**src/rtl/rxpar_pkg.sv**
```systemverilog
package rxpar_pkg;

    typedef enum logic [1:0] {
        PAR_SPACE = 2'b00,
        PAR_ODD   = 2'b01,
        PAR_EVEN  = 2'b10,
        PAR_MARK  = 2'b11
    } par_mode_e;

endpackage

```
**src/rtl/rxpar_len_mask.sv**
```systemverilog
module rxpar_len_mask #(
    parameter int DATA_W  = 8,
    parameter int LEN_W   = 2,
    parameter int MIN_LEN = 5
) (
    input  logic [DATA_W-1:0] data_in,
    input  logic [LEN_W-1:0]  len_code,
    output logic [DATA_W-1:0] data_masked
);

    // Keep bit i only when it lies inside the configured character length.
    always_comb begin
        for (int i = 0; i < DATA_W; i++) begin
            data_masked[i] = data_in[i] && (i < (MIN_LEN + int'(len_code)));
        end
    end

endmodule

```
**src/rtl/rxpar_expect.sv**
```systemverilog
module rxpar_expect
    import rxpar_pkg::*;
#(
    parameter int DATA_W = 8
) (
    input  logic [DATA_W-1:0] data_masked,
    input  logic [1:0]        mode,
    output logic              exp_par
);

    always_comb begin
        unique case (par_mode_e'(mode))
            PAR_SPACE: exp_par = 1'b0;
            PAR_ODD:   exp_par = ~(^data_masked);
            PAR_EVEN:  exp_par = ^data_masked;
            PAR_MARK:  exp_par = 1'b1;
            default:   exp_par = 1'b0;
        endcase
    end

endmodule

```
**src/rtl/rxpar_pack.sv**
```systemverilog
module rxpar_pack #(
    parameter int DATA_W  = 8,
    parameter int LEN_W   = 2,
    parameter int MIN_LEN = 5,
    parameter int STAT_W  = 8
) (
    input  logic              par_en,
    input  logic [LEN_W-1:0]  len_code,
    input  logic              strip_par,
    input  logic              stat_fmt,
    input  logic [DATA_W-1:0] data_masked,
    input  logic              par_bit,
    input  logic              par_err,
    output logic [DATA_W-1:0] word_out,
    output logic [STAT_W-1:0] stat_out
);

    localparam int ERR_POS = STAT_W - 1;

    int  char_bits;
    logic full_width;

    always_comb begin
        char_bits  = MIN_LEN + int'(len_code);
        full_width = (char_bits >= DATA_W);

        word_out = data_masked;
        for (int i = 0; i < DATA_W; i++) begin
            if (par_en && !strip_par && !full_width && (i == char_bits)) begin
                word_out[i] = par_bit;
            end
        end

        stat_out          = '0;
        stat_out[ERR_POS] = par_en && par_err;
        stat_out[0]       = par_en && full_width && stat_fmt && par_bit;
    end

endmodule

```
**src/rtl/async_rx_parity_fmt.sv**
```systemverilog
module async_rx_parity_fmt #(
    parameter int DATA_W  = 8,
    parameter int LEN_W   = 2,
    parameter int MIN_LEN = 5,
    parameter int STAT_W  = 8
) (
    input  logic              clk,
    input  logic              rst_n,
    input  logic              cfg_par_en,
    input  logic [1:0]        cfg_par_mode,
    input  logic [LEN_W-1:0]  cfg_char_len,
    input  logic              cfg_strip_par,
    input  logic              cfg_stat_fmt,
    input  logic              cfg_perr_irq_en,
    input  logic              rx_valid,
    input  logic [DATA_W-1:0] rx_data,
    input  logic              rx_par_bit,
    output logic              fifo_wr,
    output logic [DATA_W-1:0] fifo_data,
    output logic [STAT_W-1:0] fifo_stat,
    output logic              perr_irq,
    input  logic [DATA_W-1:0] tx_data,
    output logic              tx_par_bit
);

    localparam int ERR_POS = STAT_W - 1;

    typedef struct packed {
        logic              wr;
        logic [DATA_W-1:0] data;
        logic [STAT_W-1:0] stat;
        logic              irq;
    } out_state_t;

    out_state_t st_d, st_q;

    logic [DATA_W-1:0] rx_masked_d;
    logic              rx_exp_d;
    logic              rx_err_d;
    logic [DATA_W-1:0] rx_word_d;
    logic [STAT_W-1:0] rx_stat_d;
    logic [DATA_W-1:0] tx_masked_d;
    logic              tx_exp_d;

    rxpar_len_mask #(.DATA_W(DATA_W), .LEN_W(LEN_W), .MIN_LEN(MIN_LEN)) u_rx_mask (
        .data_in     (rx_data),
        .len_code    (cfg_char_len),
        .data_masked (rx_masked_d)
    );

    rxpar_expect #(.DATA_W(DATA_W)) u_rx_expect (
        .data_masked (rx_masked_d),
        .mode        (cfg_par_mode),
        .exp_par     (rx_exp_d)
    );

    assign rx_err_d = cfg_par_en && (rx_par_bit != rx_exp_d);

    rxpar_pack #(.DATA_W(DATA_W), .LEN_W(LEN_W), .MIN_LEN(MIN_LEN), .STAT_W(STAT_W)) u_pack (
        .par_en      (cfg_par_en),
        .len_code    (cfg_char_len),
        .strip_par   (cfg_strip_par),
        .stat_fmt    (cfg_stat_fmt),
        .data_masked (rx_masked_d),
        .par_bit     (rx_par_bit),
        .par_err     (rx_err_d),
        .word_out    (rx_word_d),
        .stat_out    (rx_stat_d)
    );

    rxpar_len_mask #(.DATA_W(DATA_W), .LEN_W(LEN_W), .MIN_LEN(MIN_LEN)) u_tx_mask (
        .data_in     (tx_data),
        .len_code    (cfg_char_len),
        .data_masked (tx_masked_d)
    );

    rxpar_expect #(.DATA_W(DATA_W)) u_tx_expect (
        .data_masked (tx_masked_d),
        .mode        (cfg_par_mode),
        .exp_par     (tx_exp_d)
    );

    assign tx_par_bit = cfg_par_en && tx_exp_d;

    always_comb begin
        st_d = '0;
        if (rx_valid) begin
            st_d.wr   = 1'b1;
            st_d.data = rx_word_d;
            st_d.stat = rx_stat_d;
            st_d.irq  = rx_err_d && cfg_perr_irq_en;
        end
    end

    always_ff @(posedge clk or negedge rst_n) begin
        if (!rst_n) begin
            st_q <= '0;
        end else begin
            st_q <= st_d;
        end
    end

    assign fifo_wr   = st_q.wr;
    assign fifo_data = st_q.data;
    assign fifo_stat = st_q.stat;
    assign perr_irq  = st_q.irq;

    // One write in the cycle after each presented character
    assert_wr_follows_R1: assert property (@(posedge clk) disable iff (!rst_n)
        rx_valid |=> fifo_wr);
    assert_wr_idle_R1: assert property (@(posedge clk) disable iff (!rst_n)
        !rx_valid |=> !fifo_wr);

    // Interrupt only alongside an error-flagged write
    assert_irq_with_err_R10: assert property (@(posedge clk) disable iff (!rst_n)
        perr_irq |-> (fifo_wr && fifo_stat[ERR_POS]));
    assert_irq_gated_R10: assert property (@(posedge clk) disable iff (!rst_n)
        (rx_valid && !cfg_perr_irq_en) |=> !perr_irq);

    // Disabled parity leaves status clear and interrupt idle
    assert_no_parity_R9: assert property (@(posedge clk) disable iff (!rst_n)
        (rx_valid && !cfg_par_en) |=> ((fifo_stat == '0) && !perr_irq));

    // Shortest character without parity: upper word bits clear
    assert_upper_zero_R2: assert property (@(posedge clk) disable iff (!rst_n)
        (rx_valid && !cfg_par_en && (cfg_char_len == '0)) |=> (fifo_data[DATA_W-1:MIN_LEN] == '0));

endmodule

```
**config.mk**
```make
export PLATFORM = sky130hd
export DESIGN_NAME = async_rx_parity_fmt
export DESIGN_NICKNAME = d
export VERILOG_FILES = /design/src/rtl/rxpar_pkg.sv /design/src/rtl/rxpar_len_mask.sv /design/src/rtl/rxpar_expect.sv /design/src/rtl/rxpar_pack.sv /design/src/rtl/async_rx_parity_fmt.sv
export SDC_FILE = /design/constraint.sdc
export NUM_CORES = 1
export LEC_CHECK = 0
export BUFFER_PORTS_ARGS = -buffer_cell sky130_fd_sc_hd__buf_2
export CAP_MARGIN = 30
export CORE_MARGIN = 2
export CORE_UTILIZATION = 40
export DETAILED_ROUTE_END_ITERATION = 6
export PLACE_DENSITY = 0.77
export SYNTH_ARGS = -nofsm -noshare
export SYNTH_HDL_FRONTEND = slang
export SYNTH_SLANG_ARGS = --single-unit
```
**constraint.sdc**
```tcl
create_clock -name clk -period 1.9 [get_ports clk]
set_input_delay 0.285 -clock clk [delete_from_list [all_inputs] [get_ports clk]]
set_output_delay 0.285 -clock clk [all_outputs]
set_load 0.02 [all_outputs]
```
==> results of run 1 <==
-- routing by layer --
layer / vias to the layer above / wire length, um / share of wire / track usage
li1: 298 / - / - / -
met1: 274 / 570 / 0.40 / 0.167
met2: 30 / 719 / 0.51 / 0.256
met3: 0 / 118 / 0.084 / 0.0397
met4: 0 / 0 / 0 / 0.0686
met5: - / 0 / 0 / 0
-- timing repair --
item,CTS,global route
resized for setup,0,3
endpoints found under the hold margin,12,0
setup buffers,0,0
endpoints found under the setup margin,0,1
hold buffers,1,0
-- registers in the layout (all words and copies together) (netlist names) --
register / count
fifo_wr: 1
fifo_data: 8
perr_irq: 1
fifo_stat: 2
-- worst max-delay path, stage by stage --
cell and delay (ns):
buf_2 0.12, and3b_1 0.18, o21ai_1 0.13, xnor3_1 0.42
mux2i_1 0.13, nor2b_1 0.12, buf_4 0.15
-- final cells by class --
type,instances,share of cell area
multi-input combinational,50,0.386
sequential,12,0.315
timing repair buffer,43,0.239
clock buffer,4,0.0381
tap,17,0.0223
-- power by group --
group	internal (uW)	switching [uW]
Sequential	267	2.32
Combinational	103	99.8
Clock	116	81.8
Total	487	184
-- through the flow --
step / setup WS (ns) / cells / utilization
after floorplan: 0.0251 / 70 / -
after global placement: 0.0640 / 121 / 0.536
after detailed placement: 0.0310 / 121 / 0.536
after CTS: 0.0221 / 126 / 0.563
after global routing: 0.00860 / 126 / 0.564
final: 0.0929 / 126 / 0.564
-- kinds of logic (layout without fill, tap and decap cells) --
logic type / Yosys count / count (layout) / share of synthesized area
AO/OA/AOI/OAI: 9 / 9 / 0.0801
other: 1 / 6 / 0.00533
AND/OR/NAND/NOR: 21 / 21 / 0.190
flip-flops: 12 / 12 / 0.427
buffers and inverters: 8 / 47 / 0.0765
XOR/XNOR: 10 / 10 / 0.164
multiplexers: 4 / 4 / 0.0569
-- placed cells by master (no fill, tap or decap) --
master         netlist  routed
nor2_1               1       1
a21oi_1              1       1
nand2_1              2       2
o31ai_1              1       1
conb_1               1       6
o21ai_1              0       2
buf_4                6       3
clkbuf_4             0       3
clkbuf_8             0       1
nand3_1              1       1
nand4_1              2       2
nand3b_1             1       1
buf_2                1      39
and3b_1              2       2
nor3b_1              1       1
nand4b_1             1       1
and2_1               6       6
o21ai_0              4       2
or2_2                1       1
xnor2_1              8       8
o21ai_2              1       1
mux2i_1              4       4
xnor3_1              2       2
a21boi_0             2       2
dlygate4sd3_1        0       1
dfrtp_1             12      12
nor2b_1              2       2
and3_2               1       1
-- worst paths after layout --
path / from / endpoint / slack [ns] / cells after the start
setup / recovery: cfg_char_len[0] / tx_par_bit / 0.09 / 7
hold / removal: rx_valid / fifo_wr / 0.24 / 1
min in group asynchronous: rst_n / fifo_data[3] / 0.42 / 2
max in group asynchronous: rst_n / fifo_data[6] / 1.28 / 2
==> results_dict.tcl, run 1 <==
set metrics [dict create \
    fp.dieW_um 45.9 \
    netlist_area_um2 703 \
    crit_path_max_fanout 4 \
    yosysTopAreaCell "dfrtp_1" \
    synth_top_cells_by_area "dfrtp_1 43%, xnor2_1 10%, buf_4 6.4%, xnor3_1 6.4%, mux2i_1 5.7%" \
    diodes 0 \
    dpl-instance-area_um2 905 \
    clock.fmax_ghz 0.553 \
    synth.distinct_cells 25 \
    multiInputGateArea_um2 368 \
    pin_count 47 \
    grt_pass1_vias 573 \
    yosysWarningCount 0 \
    cts.clk_slew.worst_paths_ns 0.07 \
    setup_viol_count_final 0 \
    fin_crit_sh 0.951 \
    ys_ff_latch 12 \
    cts_root_buf "clkbuf_4" \
    hp-class "primary input to flop" \
    cp.arrival_ns 1.52 \
    total_power_uw 670 \
    ant_nets 0 \
    syn_inst 65 \
    place.gp.congestion 0.763 \
    dieArea_um2 2110 \
    fin_nets 138 \
    ys_top_cells_by_count "12 x dfrtp_1, 8 x xnor2_1, 6 x and2_1, 6 x buf_4" \
    rows 15 \
    cts_max_level 1 \
    hpwl_um 1130 \
    drc_errors 0 \
    cts.sinks 12 \
    end_kind "output port" \
    postSynth.asyncResetShare 1.00 \
    power_density_nw_per_um2 703 \
    ys_seq_area_frac 0.427 \
    grt_pass1_wl_um 2220 \
    ir_drop_mv 0.200 \
    p_leak_uw 0.000521 \
    num_vias 602 \
    finalMaxSlewViolations 0 \
    avgSynthCellArea_um2 10.8 \
    status "finished, final reports clean" \
    cts_buffer_depth 2 \
    grt_max_degree 14 \
    fp.coreArea_um2 1690 \
    cts_tree "built" \
    synth-edff-count 0 \
    drt_iter0_markers 5 \
    final.fill_count 161 \
    seq_area_um2 300 \
    initial_core_util 0.416 \
    rsz0062_at_grt "false" \
    worstPathRequired_ns 1.62 \
    finalHoldViolCount 0 \
    vias_per_cell 4.78 \
    min_period_ns 1.81 \
    wl_um 1410 \
    antenna_found_initial 0 \
    io_buffers 40 \
    dr.pass1.iters 2 \
    netlist.area_leader.share 0.427 \
    synth_most_common_cell "dfrtp_1" \
    drive_above_1_share 0.450 \
    grt.total_usage 0.148 \
    tns_ns 0 \
    wire_per_inst_um 11.2 \
    design_area_um2 953 \
    areaGrowthSynthToFinish_pct 35.6 \
    startpoint_type "primary input" \
    drv_cap 0 \
    critPathKind "primary input to output port" \
    dieHeight_um 45.9 \
    hold_ws_ns 0.243 \
    overflow 0 \
    cts-buffers-inserted 3 \
    synth_ff_type "dfrtp_1" \
]
Power figures use the tool's default switching activity.
==> run 2, diff against run 1 <==
--- a/config.mk
+++ b/config.mk
@@ -10,7 +10,7 @@
 export CORE_MARGIN = 2
 export CORE_UTILIZATION = 40
 export DETAILED_ROUTE_END_ITERATION = 6
-export PLACE_DENSITY = 0.77
+export PLACE_DENSITY = 0.74
 export SYNTH_ARGS = -nofsm -noshare
 export SYNTH_HDL_FRONTEND = slang
 export SYNTH_SLANG_ARGS = --single-unit
==> results_dict.tcl, run 2 (synthesized netlist as in run 1, its figures left out) <==
set metrics [dict create \
    finalMaxSlewViolations 0 \
    setup_viol_count_final 0 \
    crit_path_max_incr_delay_ns 0.42 \
    dr.pass1.iters 3 \
    slowest_stage "xnor3_1" \
    cts_buffer_depth 2 \
    fin_crit_sh 0.946 \
    rsz0062_at_grt "false" \
    critPathKind "primary input to output port" \
    pin_count 47 \
    ant_nets 0 \
    drive_above_1_share 0.454 \
    worstPathRequired_ns 1.62 \
    hp-class "primary input to flop" \
    cts_setup_buffers 0 \
    tns_ns 0 \
    drv_cap 0 \
    cts_tree "built" \
    initial_core_util 0.416 \
    clock.fmax_ghz 0.556 \
    finalHoldViolCount 0 \
    drt_iter0_markers 6 \
    total_power_uw 613 \
    fin_nets 138 \
    final_common_cell "buf_2" \
    place.gp.congestion 0.747 \
    crit_chain "buf_2, and3b_1, o21ai_1, xnor3_1, mux2i_1, nor2b_1, buf_2" \
    ir_drop_mv 0.241 \
    dieArea_um2 2110 \
    largest_reg_flops 8 \
    io_buffers 40 \
    antenna_found_initial 0 \
    grt.total_usage 0.148 \
    fin_util 0.559 \
    grt_pass1_wl_um 2210 \
    drc_errors 0 \
    cts.clk_slew.worst_paths_ns 0.06 \
    cts_max_level 1 \
    cts-buffers-inserted 3 \
    dpl-instance-area_um2 905 \
    wire_per_inst_um 11.0 \
    crit_path_max_fanout 4 \
    num_vias 592 \
    cp_common_cell "buf_2" \
    vias_per_cell 4.74 \
    p_leak_uw 0.000519 \
    end_kind "output port" \
    overflow 0 \
    hpwl_um 1150 \
    status "finished, final reports clean" \
    min_period_ns 1.80 \
    dieHeight_um 45.9 \
    startpoint_type "primary input" \
    fp.coreArea_um2 1690 \
    fp.dieW_um 45.9 \
    cp.arrival_ns 1.51 \
    layout_common_cells "40 x buf_2, 12 x dfrtp_1, 7 x xnor2_1, 6 x and2_1, 6 x conb_1" \
    diodes 0 \
    cts_root_buf "clkbuf_4" \
    rows 15 \
    design_area_um2 945 \
    power_density_nw_per_um2 649 \
    cts.sinks 12 \
    wl_um 1380 \
    grt_max_degree 14 \
    areaGrowthSynthToFinish_pct 34.3 \
    grt_pass1_vias 550 \
]
run 2: cell count changes in the layout (fill, tap and decap cells not counted), sizes merged:
cell    previous run  this run
clkbuf             4         3
run 2: critical path, delay by kind of cell:
| family | cells | cell delay, ns |
|---|---|---|
| XOR/XNOR | 1 | 0.42 |
| buffers and inverters | 2 | 0.28 |
| AO/OA/AOI/OAI | 1 | 0.13 |
| multiplexers | 1 | 0.13 |
| AND/OR/NAND/NOR | 2 | 0.27 |
run 2: metal layers:
| layer | track usage | routed length (um) |
|---|---|---|
| met4 | 0.0686 | 6 |
| met2 | 0.264 | 712 |
| met5 | 0 | 0 |
| met1 | 0.160 | 526 |
| met3 | 0.0397 | 130 |
run 2: area by class of cell:
type	count	area, um2
Fill cell	173	744
Multi-Input combinational cell	50	375
Sequential cell	12	300
Timing Repair Buffer	43	225
Clock buffer	3	22.5
Tap cell	17	21.3
run 2: power breakdown:
group,leakage (uW),internal (uW),switching (uW)
combinational,0.000348,102,99.2
sequential,0.000157,268,2.33
clock,0.0000138,73.0,67.9
total,0.000519,443,169
run 2: stage by stage:
step,instances,setup slack (ns),hold slack [ns]
4_1_cts,125,0.0298,0.250
6_report,125,0.102,0.258
2_1_floorplan,70,0.0251,-0.0106
3_3_place_gp,121,0.0631,0.165
5_1_grt,125,0.0152,0.258
3_5_place_dp,121,0.0427,0.170
run 2: worst paths after layout:
check                                to             from  depth (start not counted)  slack, ns
min in group asynchronous  fifo_data[4]            rst_n                          2       0.43
max in group asynchronous  fifo_data[0]            rst_n                          2       1.26
max                          tx_par_bit  cfg_char_len[0]                          7       0.10
min                             fifo_wr         rx_valid                          1       0.26
run 2: what timing repair did:
action | CTS | global route
resized for setup | 0 | 3
hold endpoints to repair | 12 | 0
hold buffers | 1 | 0
setup endpoints to repair | 0 | 1
